===== src/rtl/pwm_pkg.sv =====
package pwm_pkg;

  typedef enum logic [1:0] {
    ADR_PER_LO  = 2'd0,
    ADR_PER_HI  = 2'd1,
    ADR_DUTY_LO = 2'd2,
    ADR_DUTY_HI = 2'd3
  } reg_addr_e;

  // output level from compare result and chosen active level
  function automatic logic f_level(input logic active, input logic act_high);
    return ~(active ^ act_high);
  endfunction

endpackage


===== src/rtl/pwm_prescaler.sv =====
module pwm_prescaler #(
  parameter int SEL_W = 2
) (
  input  logic             clk,
  input  logic             rst_n,
  input  logic             en,
  input  logic [SEL_W-1:0] sel,
  output logic             tick
);
  localparam int PRE_W = (1 << SEL_W) - 1;

  logic [PRE_W-1:0] pre_cnt;

  // tick when the low sel bits of the running count are all ones
  function automatic logic f_hit(input logic [PRE_W-1:0] c, input logic [SEL_W-1:0] s);
    logic [PRE_W-1:0] m;
    for (int i = 0; i < PRE_W; i++) m[i] = (32'(s) > i);
    return (c & m) == m;
  endfunction

  assign tick = en && f_hit(pre_cnt, sel);

  always_ff @(posedge clk or negedge rst_n) begin
    if (!rst_n)   pre_cnt <= '0;
    else if (!en) pre_cnt <= '0;
    else          pre_cnt <= pre_cnt + 1'b1;
  end
endmodule


===== src/rtl/pwm_regs.sv =====
module pwm_regs
  import pwm_pkg::*;
#(
  parameter int CNT_W  = 10,
  parameter int BYTE_W = 8
) (
  input  logic              clk,
  input  logic              rst_n,
  input  logic              en,
  input  logic              boundary,
  input  logic              wr_en,
  input  logic [1:0]        wr_addr,
  input  logic [BYTE_W-1:0] wr_data,
  output logic [CNT_W-1:0]  per_w,
  output logic [CNT_W-1:0]  duty_w
);
  localparam int HI_W = CNT_W - BYTE_W;

  logic [HI_W-1:0]  per_hi, duty_hi;
  logic [CNT_W-1:0] per_s, duty_s;

  always_ff @(posedge clk or negedge rst_n) begin
    if (!rst_n) begin
      per_hi  <= '0;
      duty_hi <= '0;
      per_s   <= '0;
      duty_s  <= '0;
      per_w   <= '0;
      duty_w  <= '0;
    end else begin
      if (wr_en) begin
        case (reg_addr_e'(wr_addr))
          ADR_PER_HI:  per_hi  <= wr_data[HI_W-1:0];
          ADR_PER_LO:  per_s   <= {per_hi, wr_data};
          ADR_DUTY_HI: duty_hi <= wr_data[HI_W-1:0];
          ADR_DUTY_LO: duty_s  <= {duty_hi, wr_data};
          default: ;
        endcase
      end
      if (!en || boundary) begin
        per_w  <= per_s;
        duty_w <= duty_s;
      end
    end
  end
endmodule


===== src/rtl/pwm_counter.sv =====
module pwm_counter #(
  parameter int CNT_W = 10
) (
  input  logic             clk,
  input  logic             rst_n,
  input  logic             en,
  input  logic             tick,
  input  logic             mode_b2b,
  input  logic [CNT_W-1:0] per_w,
  output logic [CNT_W-1:0] cnt,
  output logic             cnt_up,
  output logic             boundary
);
  logic [CNT_W-1:0] nxt_cnt;
  logic             nxt_up;
  logic             at_end;

  always_comb begin
    nxt_cnt = cnt;
    nxt_up  = cnt_up;
    at_end  = 1'b0;
    if (!mode_b2b) begin
      nxt_up = 1'b1;
      if (cnt >= per_w) begin
        nxt_cnt = '0;
        at_end  = 1'b1;
      end else begin
        nxt_cnt = cnt + 1'b1;
      end
    end else if (cnt_up) begin
      if (cnt >= per_w) nxt_up  = 1'b0;
      else              nxt_cnt = cnt + 1'b1;
    end else begin
      if (cnt == '0) begin
        nxt_up = 1'b1;
        at_end = 1'b1;
      end else begin
        nxt_cnt = cnt - 1'b1;
      end
    end
  end

  assign boundary = en && tick && at_end;

  always_ff @(posedge clk or negedge rst_n) begin
    if (!rst_n) begin
      cnt    <= '0;
      cnt_up <= 1'b1;
    end else if (!en) begin
      cnt    <= '0;
      cnt_up <= 1'b1;
    end else if (tick) begin
      cnt    <= nxt_cnt;
      cnt_up <= nxt_up;
    end
  end
endmodule


===== src/rtl/pwm_dual_mode.sv =====
module pwm_dual_mode
  import pwm_pkg::*;
#(
  parameter int CNT_W  = 10,
  parameter int BYTE_W = 8,
  parameter int SEL_W  = 2
) (
  input  logic              clk,
  input  logic              rst_n,
  input  logic              en,
  input  logic              mode_b2b,
  input  logic              polarity,
  input  logic [SEL_W-1:0]  pre_sel,
  input  logic              wr_en,
  input  logic [1:0]        wr_addr,
  input  logic [BYTE_W-1:0] wr_data,
  output logic              pwm_out
);
  logic             tick;
  logic             boundary;
  logic             cnt_up;
  logic             cmp_hit;
  logic [CNT_W-1:0] cnt, per_w, duty_w;

  pwm_prescaler #(.SEL_W(SEL_W)) pre_i (
    .clk(clk), .rst_n(rst_n), .en(en), .sel(pre_sel), .tick(tick)
  );

  pwm_counter #(.CNT_W(CNT_W)) cnt_i (
    .clk(clk), .rst_n(rst_n), .en(en), .tick(tick), .mode_b2b(mode_b2b),
    .per_w(per_w), .cnt(cnt), .cnt_up(cnt_up), .boundary(boundary)
  );

  pwm_regs #(.CNT_W(CNT_W), .BYTE_W(BYTE_W)) regs_i (
    .clk(clk), .rst_n(rst_n), .en(en), .boundary(boundary),
    .wr_en(wr_en), .wr_addr(wr_addr), .wr_data(wr_data),
    .per_w(per_w), .duty_w(duty_w)
  );

  assign cmp_hit = en && (cnt <= duty_w);
  assign pwm_out = f_level(cmp_hit, polarity);
endmodule


===== config.mk =====
export PLATFORM = sky130hd
export DESIGN_NAME = pwm_dual_mode
export DESIGN_NICKNAME = d
export VERILOG_FILES = /design/src/rtl/pwm_pkg.sv /design/src/rtl/pwm_prescaler.sv /design/src/rtl/pwm_regs.sv /design/src/rtl/pwm_counter.sv /design/src/rtl/pwm_dual_mode.sv
export SDC_FILE = /design/constraint.sdc
export NUM_CORES = 1
export LEC_CHECK = 0
export ABC_CLOCK_PERIOD_IN_PS = 3300
export CAP_MARGIN = 20
export CORE_MARGIN = 2
export CORE_UTILIZATION = 25
export DETAILED_ROUTE_END_ITERATION = 6
export PLACE_DENSITY = 0.42
export SLEW_MARGIN = 20
export SYNTH_ARGS = -nofsm -noshare
export SYNTH_HDL_FRONTEND = slang
export SYNTH_SLANG_ARGS = --single-unit

===== constraint.sdc =====
create_clock -name clk -period 3.3 [get_ports clk]
set_input_delay 0.99 -clock clk [delete_from_list [all_inputs] [get_ports clk]]
set_output_delay 0.99 -clock clk [all_outputs]
set_load 0.01 [all_outputs]

==> summary.txt <==
Synth
  – Most instantiated flip-flop cell in the synthesis netlist: dfrtp_1
  – Async SR Flop Fraction: between 90% and 100%
  – Yosys cell types: slightly below 50
  – Number of nets produced by synthesis: just over 300
  – Area share of the largest cell type after synthesis: around 44%
  – Number of flip-flops and latches in the synthesized netlist: 58
  – Cell area after synthesis: around 3200 sq um
  – Number of synthesis warnings: 0
  – Number of enable-type register cells in the synthesized netlist: 0
  – Mean area per synthesized cell: ~12 sq um
  – Post-synthesis sequential area ratio: a little under half
  – Post-synth top area cell: dfrtp_1
  – Leading post-synthesis cells by cell area: dfrtp_1 (44%), ha_1 (9.3%), mux2_4 (9.3%)
  – Mapped Cells: ~270

Global routing
  – Global router's overall resource usage: 10.4%
  – GR Overflow Total: 0
  – Wire length of the first global-routing pass: about 11 mm
  – Largest net degree at the start of global routing: 21
  – Initial antenna violation count: 0
  – Number of global-route vias before repair: 2137

Drt
  – Number of nets with antenna violations after detailed routing: 0
  – Average vias per placed instance: around 4.3
  – Initial drt markers: just under 100
  – DR DRC count: 0
  – Router iterations before antenna repair: 4
  – Vias after detailed routing: 2094
  – Total Routed Length: approximately 6.4 mm
  – Final routed wire length divided by cell count: 13.3 um

Worst setup path
  – Start-to-end type of the worst setup path: flip-flop to output port
  – Largest delay share family, worst path: compound AO/OA/AOI/OAI gates
  – Ordered list of cells on the worst path: ha_1 > a21o_1 > a21o_1 > a21oi_1 > o211ai_1 > a21boi_1 > xnor2_1 > buf_2
  – Worst-path fanout max: 2
  – Slowest stage delay, CP: 0.39 ns
  – Kind of capture point of the worst setup path: output port
  – Number of buffers and inverters on the critical path: 1
  – Worst reg2reg path startpoint: cnt_i.cnt[3]$_DFFE_PN0P_
  – Type of origin of the critical path: flip-flop
  – Worst r2r dst: regs_i.per_w[0]$_DFFE_PN0P_
  – Signal arrival time at the worst endpoint: 2.11 ns
  – Length in cells of the worst reg-to-reg path: 9
  – Required time reported for the critical path endpoint: between 2 and 2.5 ns
  – Cell occurring most often along the worst timing path: a21o_1
  – Worst setup slack for register-to-register paths: approximately 0.79 ns
  – Slowest cell on the critical path: dfrtp_1

Clocking
  – CTS clk-pin slew, worst paths: around 0.060 ns
  – Cts hold-fix bufs: 0
  – Deepest clock path buffer count: 2
  – # Post-CTS Setup Buffers: 0
  – Root buf cell: clkbuf_16
  – H-Tree Level Count: 3
  – Clk Latency, worst-skew pair: between 0.3 and 0.4 ns
  – Sink count of the clock tree: 58
  – Clock buffers created by TritonCTS: 9
  – CTS tree: yes

Layout
  – Multi-input gate area in the final layout: between 1500 and 2000 sq um
  – Number of nets in the layout: approximately 350
  – Share of final-layout standard cells stronger than drive strength 1: between 30% and 40%
  – Storage element area: approximately 1500 sq um
  – Final cell count without fillers: 483
  – Fill cell total of the finished layout: around 1300
  – Final antenna diode count: 0
  – Relative area change from synthesis to final layout: 26.7%

Pwr
  – Combinational share of power: around a fifth
  – Relative contribution of sequential cells to total power: between 30 and 40%
  – Total internal power: between 2 and 2.5 mW
  – Fraction of power spent switching nets: 24.5%
  – Worst VDD drop: 0.203 mV
  – Power density over the cells: approximately 660 nW/um^2
  – Proportion of power drawn by the clock network: a little over two fifths
  – Net Sw Power: between 600 and 700 uW
  – Tot Pwr: between 2 and 3 mW
  – Pleak: ~1.9 nW

Timing
  – Setup repair after global routing missed its margin: no
  – Max_slew headroom: 58.8%
  – Final setup viols: 0
  – Slew at the pin closest to its max-slew limit: 0.616 ns
  – Share of the cycle needed by the critical path after routing: between 90% and 100%
  – Layout Skew: about 0.0083 ns
  – Clock period minus final worst setup slack: around 3.1 ns
  – Final Slew Violations: 0
  – Fmax: 323 MHz
  – Hold violation count in the final report: 0

Floorplanning
  – Die Wd: ~120 um
  – Count of boundary I/O pins: 19
  – Area of the core: about 13000 sq um
  – Initial core utilization: 25.6%
  – Height of the die: 117 um
  – Die area: 13800 sq um
  – Floorplan row count: 41

Place
  – Number of port buffers: 18
  – Inst Count DP: roughly 470
  – Weighted congestion reported at the end of routability-driven placement: between 0.7 and 0.8
  – Half-perimeter wire length of the detailed placement result: 4.91 mm

Run
  – Maxcap violations: 0

Worst hold path
  – Class of the most critical hold timing path: flip-flop to flip-flop
  – HP Start: pre_i.pre_cnt[0]$_DFF_PN0_
  – Hold path endpoint: pre_i.pre_cnt[0]$_DFF_PN0_
  – Worst hold path cell count: 1

Status
  – Run status: finished, final reports clean
## placed cells by master, fill, tap and decap left out, types with 2 or more instances in the layout
cell and n:
a21o_1 4, a21oi_1 9, a22oi_1 2, a31oi_1 4, and2_1 3, buf_2 2
buf_4 17, bufinv_16 4, clkbuf_16 9, clkdlybuf4s50_1 16, dfrtp_1 57, ha_1 24
inv_1 23, mux2_2 24, mux2_4 20, nand2_1 8, nand2b_1 3, nand3_1 3
nand3b_1 2, nand4_1 3, nor2_1 4, nor2b_1 4, nor3_1 4, nor4_1 2
o211ai_1 2, o21ai_0 2, o21ai_1 4, o21ai_2 2, o2bb2ai_1 16, or2_2 8
or3_1 2, xnor2_1 2
## kinds of logic (layout without fill, tap and decap cells)
| family | after synthesis | in the layout | synth area share (%) |
|---|---|---|---|
| compound gates | 54 | 54 | 13.0 |
| xor+xnor | 3 | 3 | 0.817 |
| fa+ha+maj | 24 | 24 | 9.34 |
| buf+inv | 30 | 75 | 4.28 |
| flops | 58 | 58 | 45.2 |
| mux | 45 | 45 | 18.1 |
| simple gates | 52 | 52 | 9.34 |
## flip-flops by register name, indices dropped and copies added, names as in the netlist
| name | cells |
|---|---|
| cnt_i.cnt | 10 |
| regs_i.duty_s | 10 |
| regs_i.duty_w | 10 |
| regs_i.per_s | 10 |
| regs_i.per_w | 10 |
| pre_i.pre_cnt | 3 |
| regs_i.duty_hi | 2 |
| regs_i.per_hi | 2 |
| cnt_i.cnt_up | 1 |
## power by group through the flow
stage               sequential, mW  combinational [mW]  clock (mW)
floorplan                    0.950               0.442           0
global placement             0.980               0.582           0
detailed placement           0.984               0.590           0
CTS                          0.972               0.592        1.18
global route                 0.993               0.658        1.22
finish                       0.969               0.578        1.16
## cell usage after synthesis, types with 2 or more instances
cell type / instances
mux2_4: 20
buf_6: 3
nor3_1: 4
o211ai_1: 2
or3_1: 2
or2_2: 8
inv_1: 23
buf_2: 2
o21ai_0: 2
o21ai_1: 4
nor2b_1: 4
nand4_1: 3
nand3b_1: 2
nand3_1: 3
o2bb2ai_1: 16
nor4_1: 2
o21ai_2: 2
nand2_1: 8
a31oi_1: 4
nor2_1: 4
a21o_1: 4
a21oi_1: 9
mux2_2: 24
dfrtp_1: 57
a22oi_1: 2
nand2b_1: 3
and2_1: 3
ha_1: 24
xnor2_1: 2
## worst reg2reg max path, delay by kind of cell (launching register included)
| family | cells | cell delay (ns) |
|---|---|---|
| fa+ha+maj | 1 | 0.31 |
| buf+inv | 2 | 0.35 |
| flops | 1 | 0.39 |
| mux | 1 | 0.32 |
| compound gates | 5 | 1.02 |
## final cells by class
| type | instances | area share [%] |
|---|---|---|
| multi-input combinational | 178 | 40.1 |
| inverter | 23 | 2.12 |
| clock inverter | 5 | 3.07 |
| sequential | 58 | 35.7 |
| timing repair buffer | 36 | 7.80 |
| tap | 172 | 5.28 |
| clock buffer | 11 | 5.96 |
## per-stage QoR
| stage | setup WS [ns] | util [%] | instance area [sq um] | setup TNS [ns] | hold slack [ns] |
|---|---|---|---|---|---|
| 3_5_place_dp | -0.175 | 29.5 | 3710 | -0.175 | 0.482 |
| 5_1_grt | 0.0363 | 32.4 | 4070 | 0 | 0.504 |
| 6_report | 0.200 | 32.4 | 4070 | 0 | 0.489 |
| 3_3_place_gp | -0.172 | 29.5 | 3710 | -0.172 | 0.483 |
| 2_1_floorplan | 0.624 | - | 3220 | 0 | 0.452 |
| 4_1_cts | 0.0206 | 32.5 | 4080 | 0 | 0.491 |
## worst max path at each step
stage / start / slack [ns] / to / cells past startpoint
after floorplan: cnt_i.cnt[3]$_DFFE_PN0P_ / 0.62 / pwm_out / 7
after global placement: en / -0.17 / pwm_out / 4
after detailed placement: en / -0.17 / pwm_out / 4
after CTS: cnt_i.cnt[3]$_DFFE_PN0P_ / 0.02 / pwm_out / 8
after global routing: regs_i.duty_w[3]$_DFFE_PN0P_ / 0.04 / pwm_out / 9
final: cnt_i.cnt[3]$_DFFE_PN0P_ / 0.20 / pwm_out / 8
## timing repair
action / 4_1_cts / 5_1_grt
resized for setup: 4 / 1
endpoints found under the setup margin: 1 / 1
endpoints found under the hold margin: 0 / 0
pin swaps: 0 / 1
## per-layer routing
| layer | share of wire [%] | GRT usage, % | vias up |
|---|---|---|---|
| met2 | 43 | 14.7 | 29 |
| met1 | 50 | 14.1 | 1011 |
| met3 | 3.8 | 3.31 | 13 |
| met4 | 3.2 | 5.57 | 0 |
| met5 | 0 | 0 | - |
| li1 | - | - | 1041 |
(Power assumes the default switching activity.)
